## src/rtl/uart_rx_pkg.sv

```systemverilog
package uart_rx_pkg;

    localparam int DIV_W  = 12;
    localparam int DATA_W = 8;

    // Queued character: flags above data, flag order matches status port
    typedef struct packed {
        logic              ovr;
        logic              par;
        logic              frm;
        logic [DATA_W-1:0] data;
    } rx_entry_t;

    typedef enum logic [2:0] {
        RX_IDLE,
        RX_START,
        RX_DATA,
        RX_PARITY,
        RX_STOP
    } rx_state_e;

    typedef struct packed {
        logic [3:0] nbits;
        logic       par_en;
        logic       even;
        logic       q_en;
    } line_cfg_t;

    function automatic line_cfg_t decode_line(input logic [7:0] w);
        line_cfg_t c;
        c.nbits  = 4'd5 + {2'b00, w[6:5]};
        c.par_en = w[1];
        c.even   = w[2];
        c.q_en   = w[4];
        return c;
    endfunction

endpackage

```

## src/rtl/uart_baud_tick.sv

```systemverilog
module uart_baud_tick #(
    parameter int DIV_W = 12
) (
    input  logic             clk,
    input  logic             rst,
    input  logic             en,
    input  logic [DIV_W-1:0] divisor,
    output logic             tick_o
);
    logic [DIV_W-1:0] cnt_q;
    logic             wrap;

    assign wrap   = (cnt_q >= divisor);
    assign tick_o = en && wrap;

    always_ff @(posedge clk) begin
        if (rst || !en)
            cnt_q <= '0;
        else if (wrap)
            cnt_q <= '0;
        else
            cnt_q <= cnt_q + 1'b1;
    end
endmodule

```

## src/rtl/uart_rx_fsm.sv

```systemverilog
module uart_rx_fsm
    import uart_rx_pkg::*;
(
    input  logic      clk,
    input  logic      rst,
    input  logic      en,
    input  logic      tick,
    input  logic      rx_s,
    input  line_cfg_t cfg,
    output logic      push_o,
    output rx_entry_t entry_o
);
    localparam logic [3:0] MID_START = 4'd7;
    localparam logic [3:0] LAST_SMP  = 4'd15;

    rx_state_e          state_q;
    logic [3:0]         smp_q;
    logic [3:0]         bitn_q;
    logic [DATA_W-1:0]  shreg_q;
    logic               last_q;
    logic               perr_q;

    always_ff @(posedge clk) begin
        if (rst || !en) begin
            state_q <= RX_IDLE;
            smp_q   <= '0;
            bitn_q  <= '0;
            shreg_q <= '0;
            last_q  <= 1'b1;
            perr_q  <= 1'b0;
            push_o  <= 1'b0;
            entry_o <= '0;
        end else begin
            push_o <= 1'b0;
            if (tick) begin
                last_q <= rx_s;
                case (state_q)
                    RX_IDLE: begin
                        smp_q <= '0;
                        if (last_q && !rx_s)
                            state_q <= RX_START;
                    end
                    RX_START: begin
                        smp_q <= smp_q + 1'b1;
                        if (smp_q == MID_START) begin
                            smp_q   <= '0;
                            bitn_q  <= '0;
                            shreg_q <= '0;
                            perr_q  <= 1'b0;
                            state_q <= rx_s ? RX_IDLE : RX_DATA;
                        end
                    end
                    RX_DATA: begin
                        smp_q <= smp_q + 1'b1;
                        if (smp_q == LAST_SMP) begin
                            smp_q   <= '0;
                            shreg_q <= {rx_s, shreg_q[DATA_W-1:1]};
                            bitn_q  <= bitn_q + 1'b1;
                            if (bitn_q == cfg.nbits - 4'd1)
                                state_q <= cfg.par_en ? RX_PARITY : RX_STOP;
                        end
                    end
                    RX_PARITY: begin
                        smp_q <= smp_q + 1'b1;
                        if (smp_q == LAST_SMP) begin
                            smp_q   <= '0;
                            perr_q  <= ((^shreg_q) ^ rx_s) != !cfg.even;
                            state_q <= RX_STOP;
                        end
                    end
                    RX_STOP: begin
                        smp_q <= smp_q + 1'b1;
                        if (smp_q == LAST_SMP) begin
                            push_o       <= 1'b1;
                            entry_o.data <= shreg_q >> (4'd8 - cfg.nbits);
                            entry_o.frm  <= !rx_s;
                            entry_o.par  <= perr_q;
                            entry_o.ovr  <= 1'b0;
                            state_q      <= RX_IDLE;
                        end
                    end
                    default: state_q <= RX_IDLE;
                endcase
            end
        end
    end
endmodule

```

## src/rtl/uart_rx_queue.sv

```systemverilog
module uart_rx_queue
    import uart_rx_pkg::*;
#(
    parameter int DEPTH = 16,
    localparam int AW   = $clog2(DEPTH),
    localparam int CW   = AW + 1
) (
    input  logic          clk,
    input  logic          rst,
    input  logic          flush,
    input  logic          hold_mode,
    input  logic          push,
    input  rx_entry_t     wdata,
    input  logic          pop,
    output rx_entry_t     head_o,
    output logic          empty_o,
    output logic [CW-1:0] count_o
);
    rx_entry_t     mem_q [DEPTH];
    logic [AW-1:0] wp_q, rp_q;
    logic [CW-1:0] cap;
    logic          full, lost_q, do_push, do_pop;
    rx_entry_t     wentry;

    assign cap     = hold_mode ? CW'(1) : CW'(DEPTH);
    assign full    = (count_o >= cap);
    assign empty_o = (count_o == '0);
    assign do_push = push && !full;
    assign do_pop  = pop && !empty_o;
    assign head_o  = mem_q[rp_q];

    always_comb begin
        wentry     = wdata;
        wentry.ovr = lost_q;
    end

    always_ff @(posedge clk) begin
        if (rst || flush) begin
            wp_q    <= '0;
            rp_q    <= '0;
            count_o <= '0;
            lost_q  <= 1'b0;
        end else begin
            if (push && full)
                lost_q <= 1'b1;
            else if (do_push)
                lost_q <= 1'b0;
            if (do_push)
                wp_q <= wp_q + 1'b1;
            if (do_pop)
                rp_q <= rp_q + 1'b1;
            count_o <= count_o + CW'(do_push) - CW'(do_pop);
        end
    end

    for (genvar i = 0; i < DEPTH; i++) begin : g_slot
        always_ff @(posedge clk) begin
            if (rst)
                mem_q[i] <= '0;
            else if (do_push && wp_q == AW'(i))
                mem_q[i] <= wentry;
        end
    end
endmodule

```

## src/rtl/uart_rx_statq.sv

```systemverilog
module uart_rx_statq
    import uart_rx_pkg::*;
#(
    parameter int DEPTH   = 16,
    parameter int SYNC_FF = 2,
    localparam int CW     = $clog2(DEPTH) + 1
) (
    input  logic        clk,
    input  logic        rst,
    input  logic        ctrl_en_i,
    input  logic [7:0]  lcr_i,
    input  logic [7:0]  div_lo_i,
    input  logic [3:0]  div_hi_i,
    input  logic        rx_i,
    input  logic        rd_pop_i,
    output logic [7:0]  rd_data_o,
    output logic [2:0]  rd_stat_o,
    output logic        rx_empty_o
);
    line_cfg_t         cfg;
    logic              tick;
    logic [SYNC_FF-1:0] sync_q;
    logic              rx_s;
    logic              push;
    rx_entry_t         push_entry;
    rx_entry_t         head;
    logic [CW-1:0]     q_count;
    logic              pop_ok;

    assign cfg    = decode_line(lcr_i);
    assign rx_s   = sync_q[SYNC_FF-1];
    assign pop_ok = rd_pop_i && !rx_empty_o;

    always_ff @(posedge clk) begin
        if (rst)
            sync_q <= '1;
        else
            sync_q <= {sync_q[SYNC_FF-2:0], rx_i};
    end

    uart_baud_tick #(.DIV_W(DIV_W)) u_tick (
        .clk     (clk),
        .rst     (rst),
        .en      (ctrl_en_i),
        .divisor ({div_hi_i, div_lo_i}),
        .tick_o  (tick)
    );

    uart_rx_fsm u_fsm (
        .clk     (clk),
        .rst     (rst),
        .en      (ctrl_en_i),
        .tick    (tick),
        .rx_s    (rx_s),
        .cfg     (cfg),
        .push_o  (push),
        .entry_o (push_entry)
    );

    uart_rx_queue #(.DEPTH(DEPTH)) u_queue (
        .clk       (clk),
        .rst       (rst),
        .flush     (!ctrl_en_i),
        .hold_mode (!cfg.q_en),
        .push      (push),
        .wdata     (push_entry),
        .pop       (rd_pop_i),
        .head_o    (head),
        .empty_o   (rx_empty_o),
        .count_o   (q_count)
    );

    assign rd_data_o = rx_empty_o ? 8'h00 : head.data;

    always_ff @(posedge clk) begin
        if (rst)
            rd_stat_o <= '0;
        else if (pop_ok)
            rd_stat_o <= {head.ovr, head.par, head.frm};
    end
endmodule

```

## config.mk

```make
export PLATFORM = sky130hd
export DESIGN_NAME = uart_rx_statq
export DESIGN_NICKNAME = d
export VERILOG_FILES = /design/src/rtl/uart_rx_pkg.sv /design/src/rtl/uart_baud_tick.sv /design/src/rtl/uart_rx_fsm.sv /design/src/rtl/uart_rx_queue.sv /design/src/rtl/uart_rx_statq.sv
export SDC_FILE = /design/constraint.sdc
export NUM_CORES = 1
export LEC_CHECK = 0
export ABC_AREA = 1
export BUFFER_PORTS_ARGS = -buffer_cell sky130_fd_sc_hd__buf_4
export CAP_MARGIN = 30
export CORE_UTILIZATION = 56
export DETAILED_ROUTE_END_ITERATION = 10
export PLACE_DENSITY = 0.8
export SLEW_MARGIN = 10
export SYNTH_ARGS = -nofsm -noshare
export SYNTH_HDL_FRONTEND = slang
export SYNTH_SLANG_ARGS = --single-unit
```

## constraint.sdc

```tcl
create_clock -name clk -period 2.6 [get_ports clk]
set_input_delay 0 -clock clk [delete_from_list [all_inputs] [get_ports clk]]
set_output_delay 0 -clock clk [all_outputs]
set_load 0.01 [all_outputs]
```

==> out/results.md <==
- 89 — maximum number of pins on one net before global-route repair
- 9.77 mW — post-route total power
- 0.450 — top cell type's share of synthesized area
- 0.261 — total track usage
- 20400 um^2 — placeable core area
- 0.000544 V — Worst IR Drop VDD
- 4.80 nW — total leakage power
- 147 um — chip width
- 2.65 mW — Net Sw Power
- 0 — max-cap violation count
- 0.54 ns — clock latency of the later-clocked register in the worst-skew pair
- 2.44 ns — post-route minimum period
- input pin to flip-flop — type of the tightest min-delay check
- 0.448 — part of the power in registers
- 0.119 — fraction of the mapped netlist area in compound gates
- 0 — Post-route DRC
- sky130_fd_sc_hd__edfxtp_1 — cell taking the most area after synthesis
- 21600 um^2 — Die Footprint
- 0 — count of synthesis-stage warnings from yosys
- 1359 — Net Count, Synth
- 8 — instance count along the most critical hold path
- sky130_fd_sc_hd__dfxtp_2 — cell with the biggest individual delay on the critical path
- 1388 — Layout Nets
- 0.938 — post-route clock period utilization
- false — unrepaired setup endpoints after global routing
- 2.60 ns — critical path required time
- 0.849 — routability congestion estimate
- 52 — number of placement rows
- 0 — endpoints failing setup
- 0 — global route total overflow
- 0.108 — share of layout cells above drive strength 1
- 410 MHz — max frequency
- 0 — mux share of post-synthesis cell area
- 0.188 ns — Post-Place Setup Slack
- 0.50 ns — longest individual stage delay on the worst path
- 2 — worst path bufs/invs
- built — clock tree from TritonCTS
- lcr_i[2] — Hold Startpoint
- sky130_fd_sc_hd__nor2_1 — commonest non-fill, non-tap cell in the layout
- 0.170 — share of total power in combinational logic
- 5.76 — per-cell via count in the routed design
- 0 — final-report hold violation count
- 0.161 ns — fin worst setup slack
- 0.577 — initial core utilization
- 44300 um — global-route wire length before repair
- 880 — number of design-rule violations left by the first detailed-router iteration
- 2.44 ns — Critical Path AT
- 5 — drt pass-1 iters
- 0.767 ns — Tightest Pin Transition
- 6 — number of gates on the worst path with buffers counted
- output pin — Worst setup EP type
- 11700 um^2 — area of the mapped netlist
- 0.0656 ns — worst hold slack after final layout
- 0.381 — clock network fraction of total power
- 8916 — number of global-route vias before repair
- 27700 um — routed wire length
- 17.1 um — mean routed wirelength per cell
- 26 — TritonCTS buffer count
- 0.564 — share of the yosys chip area belonging to registers
- 0.0358 — adder-cell area share of the yosys netlist
- 0 — number of antenna violations at the first check in global routing
- sky130_fd_sc_hd__clkbuf_16 — clock root buffer
- 3 — clock buffer depth
- 17800 um — detailed-placement wirelength estimate
- 0.271 — Sw Share
- 0.0264 ns — Worst Clk Skew
- 243 — CTS Sinks
- u_tick.cnt_q[11]$_SDFF_PP0_ — reg-to-reg critical path startpoint
- 243 — flip-flop and latch count after synthesis
- 0 ns — Setup TNS
- 147 um — die outline height
- 0.485 — max_slew headroom
- 0.205 — basic-gate share of the synthesized area counting and, or, nand and nor cells
- sky130_fd_sc_hd__nor2_1, sky130_fd_sc_hd__edfxtp_1, sky130_fd_sc_hd__o21ai_0 — most frequent cells in the layout
- sky130_fd_sc_hd__buf_4 — dominant cell type by count on the critical path
- 12.7% — Area growth, synth to finish
- 33 — count of input and output buffers
- 37 — I/O Pins
- 1 — number of levels in the clock H-tree
- sky130_fd_sc_hd__edfxtp_1, sky130_fd_sc_hd__nor2_1, sky130_fd_sc_hd__dfxtp_1, sky130_fd_sc_hd__o21ai_0, sky130_fd_sc_hd__inv_1 — ranking of synthesized cells by area
- 9339 — vias
- flip-flop — crit start category
- sky130_fd_sc_hd__edfxtp_1 — dominant synthesized flop cell
- finished clean — result of the run
- compound AO/OA/AOI/OAI gates — dominant delay contributor by cell family on the critical path
- 0 — share of async-settable or async-resettable flops after synthesis
- 13 — Worst R2R Path Depth
- 738 nW/um^2 — power per unit of standard cell area
- simple AND/OR/NAND/NOR gates — main combinational cell family by area after synthesis
- buf_4, o21ai_0, o221ai_1, nand3_1, a21oi_1, buf_4 — crit path cell chain
- flip-flop to output pin — path type of the worst setup path
- 0 — total inserted antenna cells
- 7.13 mW — Int Pwr
- 0.00821 — synthesized-area fraction occupied by xor and xnor cells
- 30 — worst-path fanout max
- 0.06 ns — clock-pin slew of the registers on the worst-case setup and hold paths
- 9.02 um^2 — synthesized area per cell
- 1301 — post-synthesis cell count
- 176 — Post-synth EDFFs
- 43 — synth unique cells
- 0 — Antenna Nets Post-Route
- 0 — fin. max-slew vios
## power by group through the flow
stage               Sequential (mW)  Clock (mW)  Combinational [mW]
CTS                            4.38        3.74                1.65
global route                   4.40        3.91                1.84
global placement               4.45           0                1.59
floorplan                      4.44           0                1.02
detailed placement             4.46           0                1.63
finish                         4.38        3.72                1.67
## sequential cells by signal, summed over array words and instances (netlist names), 2 cells and up, named ones only
name             flops
u_fsm.smp_q          4
u_tick.cnt_q        12
u_fsm.bitn_q         4
u_queue.count_o      5
sync_q               2
u_queue.mem_q      176
u_fsm.state_q        3
u_queue.wp_q         4
u_fsm.entry_o       10
rd_stat_o            3
u_fsm.shreg_q        8
u_queue.rp_q         4
## metal layers
metal / vias up / part of all wire / global-route usage
met5: - / 0 / 0
met4: 0 / 0.035 / 0.0969
met3: 61 / 0.097 / 0.0404
met2: 464 / 0.48 / 0.441
met1: 4371 / 0.39 / 0.340
li1: 4443 / - / -
## cell usage after synthesis (5+ instances only)
cell type	n
sky130_fd_sc_hd__nor2_1	359
sky130_fd_sc_hd__edfxtp_1	176
sky130_fd_sc_hd__o21ai_0	119
sky130_fd_sc_hd__inv_1	110
sky130_fd_sc_hd__nand2_1	105
sky130_fd_sc_hd__nand3_1	76
sky130_fd_sc_hd__dfxtp_1	67
sky130_fd_sc_hd__clkbuf_1	47
sky130_fd_sc_hd__a21oi_1	43
sky130_fd_sc_hd__ha_1	32
sky130_fd_sc_hd__o221ai_1	32
sky130_fd_sc_hd__buf_2	23
sky130_fd_sc_hd__o211ai_1	16
sky130_fd_sc_hd__o21ai_1	12
sky130_fd_sc_hd__nand4_1	8
sky130_fd_sc_hd__nand2_2	7
sky130_fd_sc_hd__nor2_2	7
sky130_fd_sc_hd__nor3_1	7
sky130_fd_sc_hd__xnor2_1	7
sky130_fd_sc_hd__clkinv_1	5
sky130_fd_sc_hd__inv_2	5
## logic make-up (layout without fill, tap and decap cells)
| kind of cell | Yosys count | in the layout |
|---|---|---|
| fa+ha+maj | 33 | 33 |
| simple gates | 581 | 581 |
| flops | 243 | 243 |
| compound gates | 237 | 237 |
| buf+inv | 196 | 245 |
| xor+xnor | 11 | 11 |
## final cells by class
cell class	instances	area, um^2
Inverter	120	455
Timing Repair Buffer	77	608
Sequential cell	243	6630
Clock buffer	31	669
Multi-Input combinational cell	862	4340
Tap cell	270	338
Fill cell	1642	7130
Clock inverter	17	195
## what timing repair did
action,in CTS,in global routing
hold buffers,7,0
endpoints found under the hold margin,13,0
setup endpoints to repair,1,31
resized for setup,1,6
buffers inserted,1,0
## per-stage QoR
step / std cells / utilization / instance area [um^2]
3_3_place_gp: 1564 / 0.603 / 12300
2_1_floorplan: 1301 / - / 11700
6_report: 1620 / 0.650 / 13200
4_1_cts: 1620 / 0.649 / 13200
3_5_place_dp: 1564 / 0.603 / 12300
5_1_grt: 1620 / 0.650 / 13200
## worst register-to-register path: stages, from the launching register on
cell                            delay (ns)
sky130_fd_sc_hd__dfxtp_1              0.33
sky130_fd_sc_hd__ha_1                 0.30
sky130_fd_sc_hd__nand2_1              0.08
sky130_fd_sc_hd__nor2_2               0.14
sky130_fd_sc_hd__nand2_2              0.07
sky130_fd_sc_hd__nor2_2               0.09
sky130_fd_sc_hd__nand2_2              0.12
sky130_fd_sc_hd__nand2_2              0.16
sky130_fd_sc_hd__nand3_1              0.13
sky130_fd_sc_hd__nor2_4               0.17
sky130_fd_sc_hd__nand2_1              0.07
sky130_fd_sc_hd__nand2_1              0.07
sky130_fd_sc_hd__nor2_1               0.04
sky130_fd_sc_hd__dlygate4sd3_1        0.55
## final timing paths
check / slack (ns) / end
min reg2reg: 0.44 / sync_q[1]$_SDFF_PP1_
min: 0.07 / u_fsm.perr_q$_SDFFE_PP0P_
max reg2reg: 0.18 / u_fsm.state_q[0]$_SDFFE_PP0P_
max: 0.16 / rd_data_o[7]
Power figures use the tool's default switching activity.
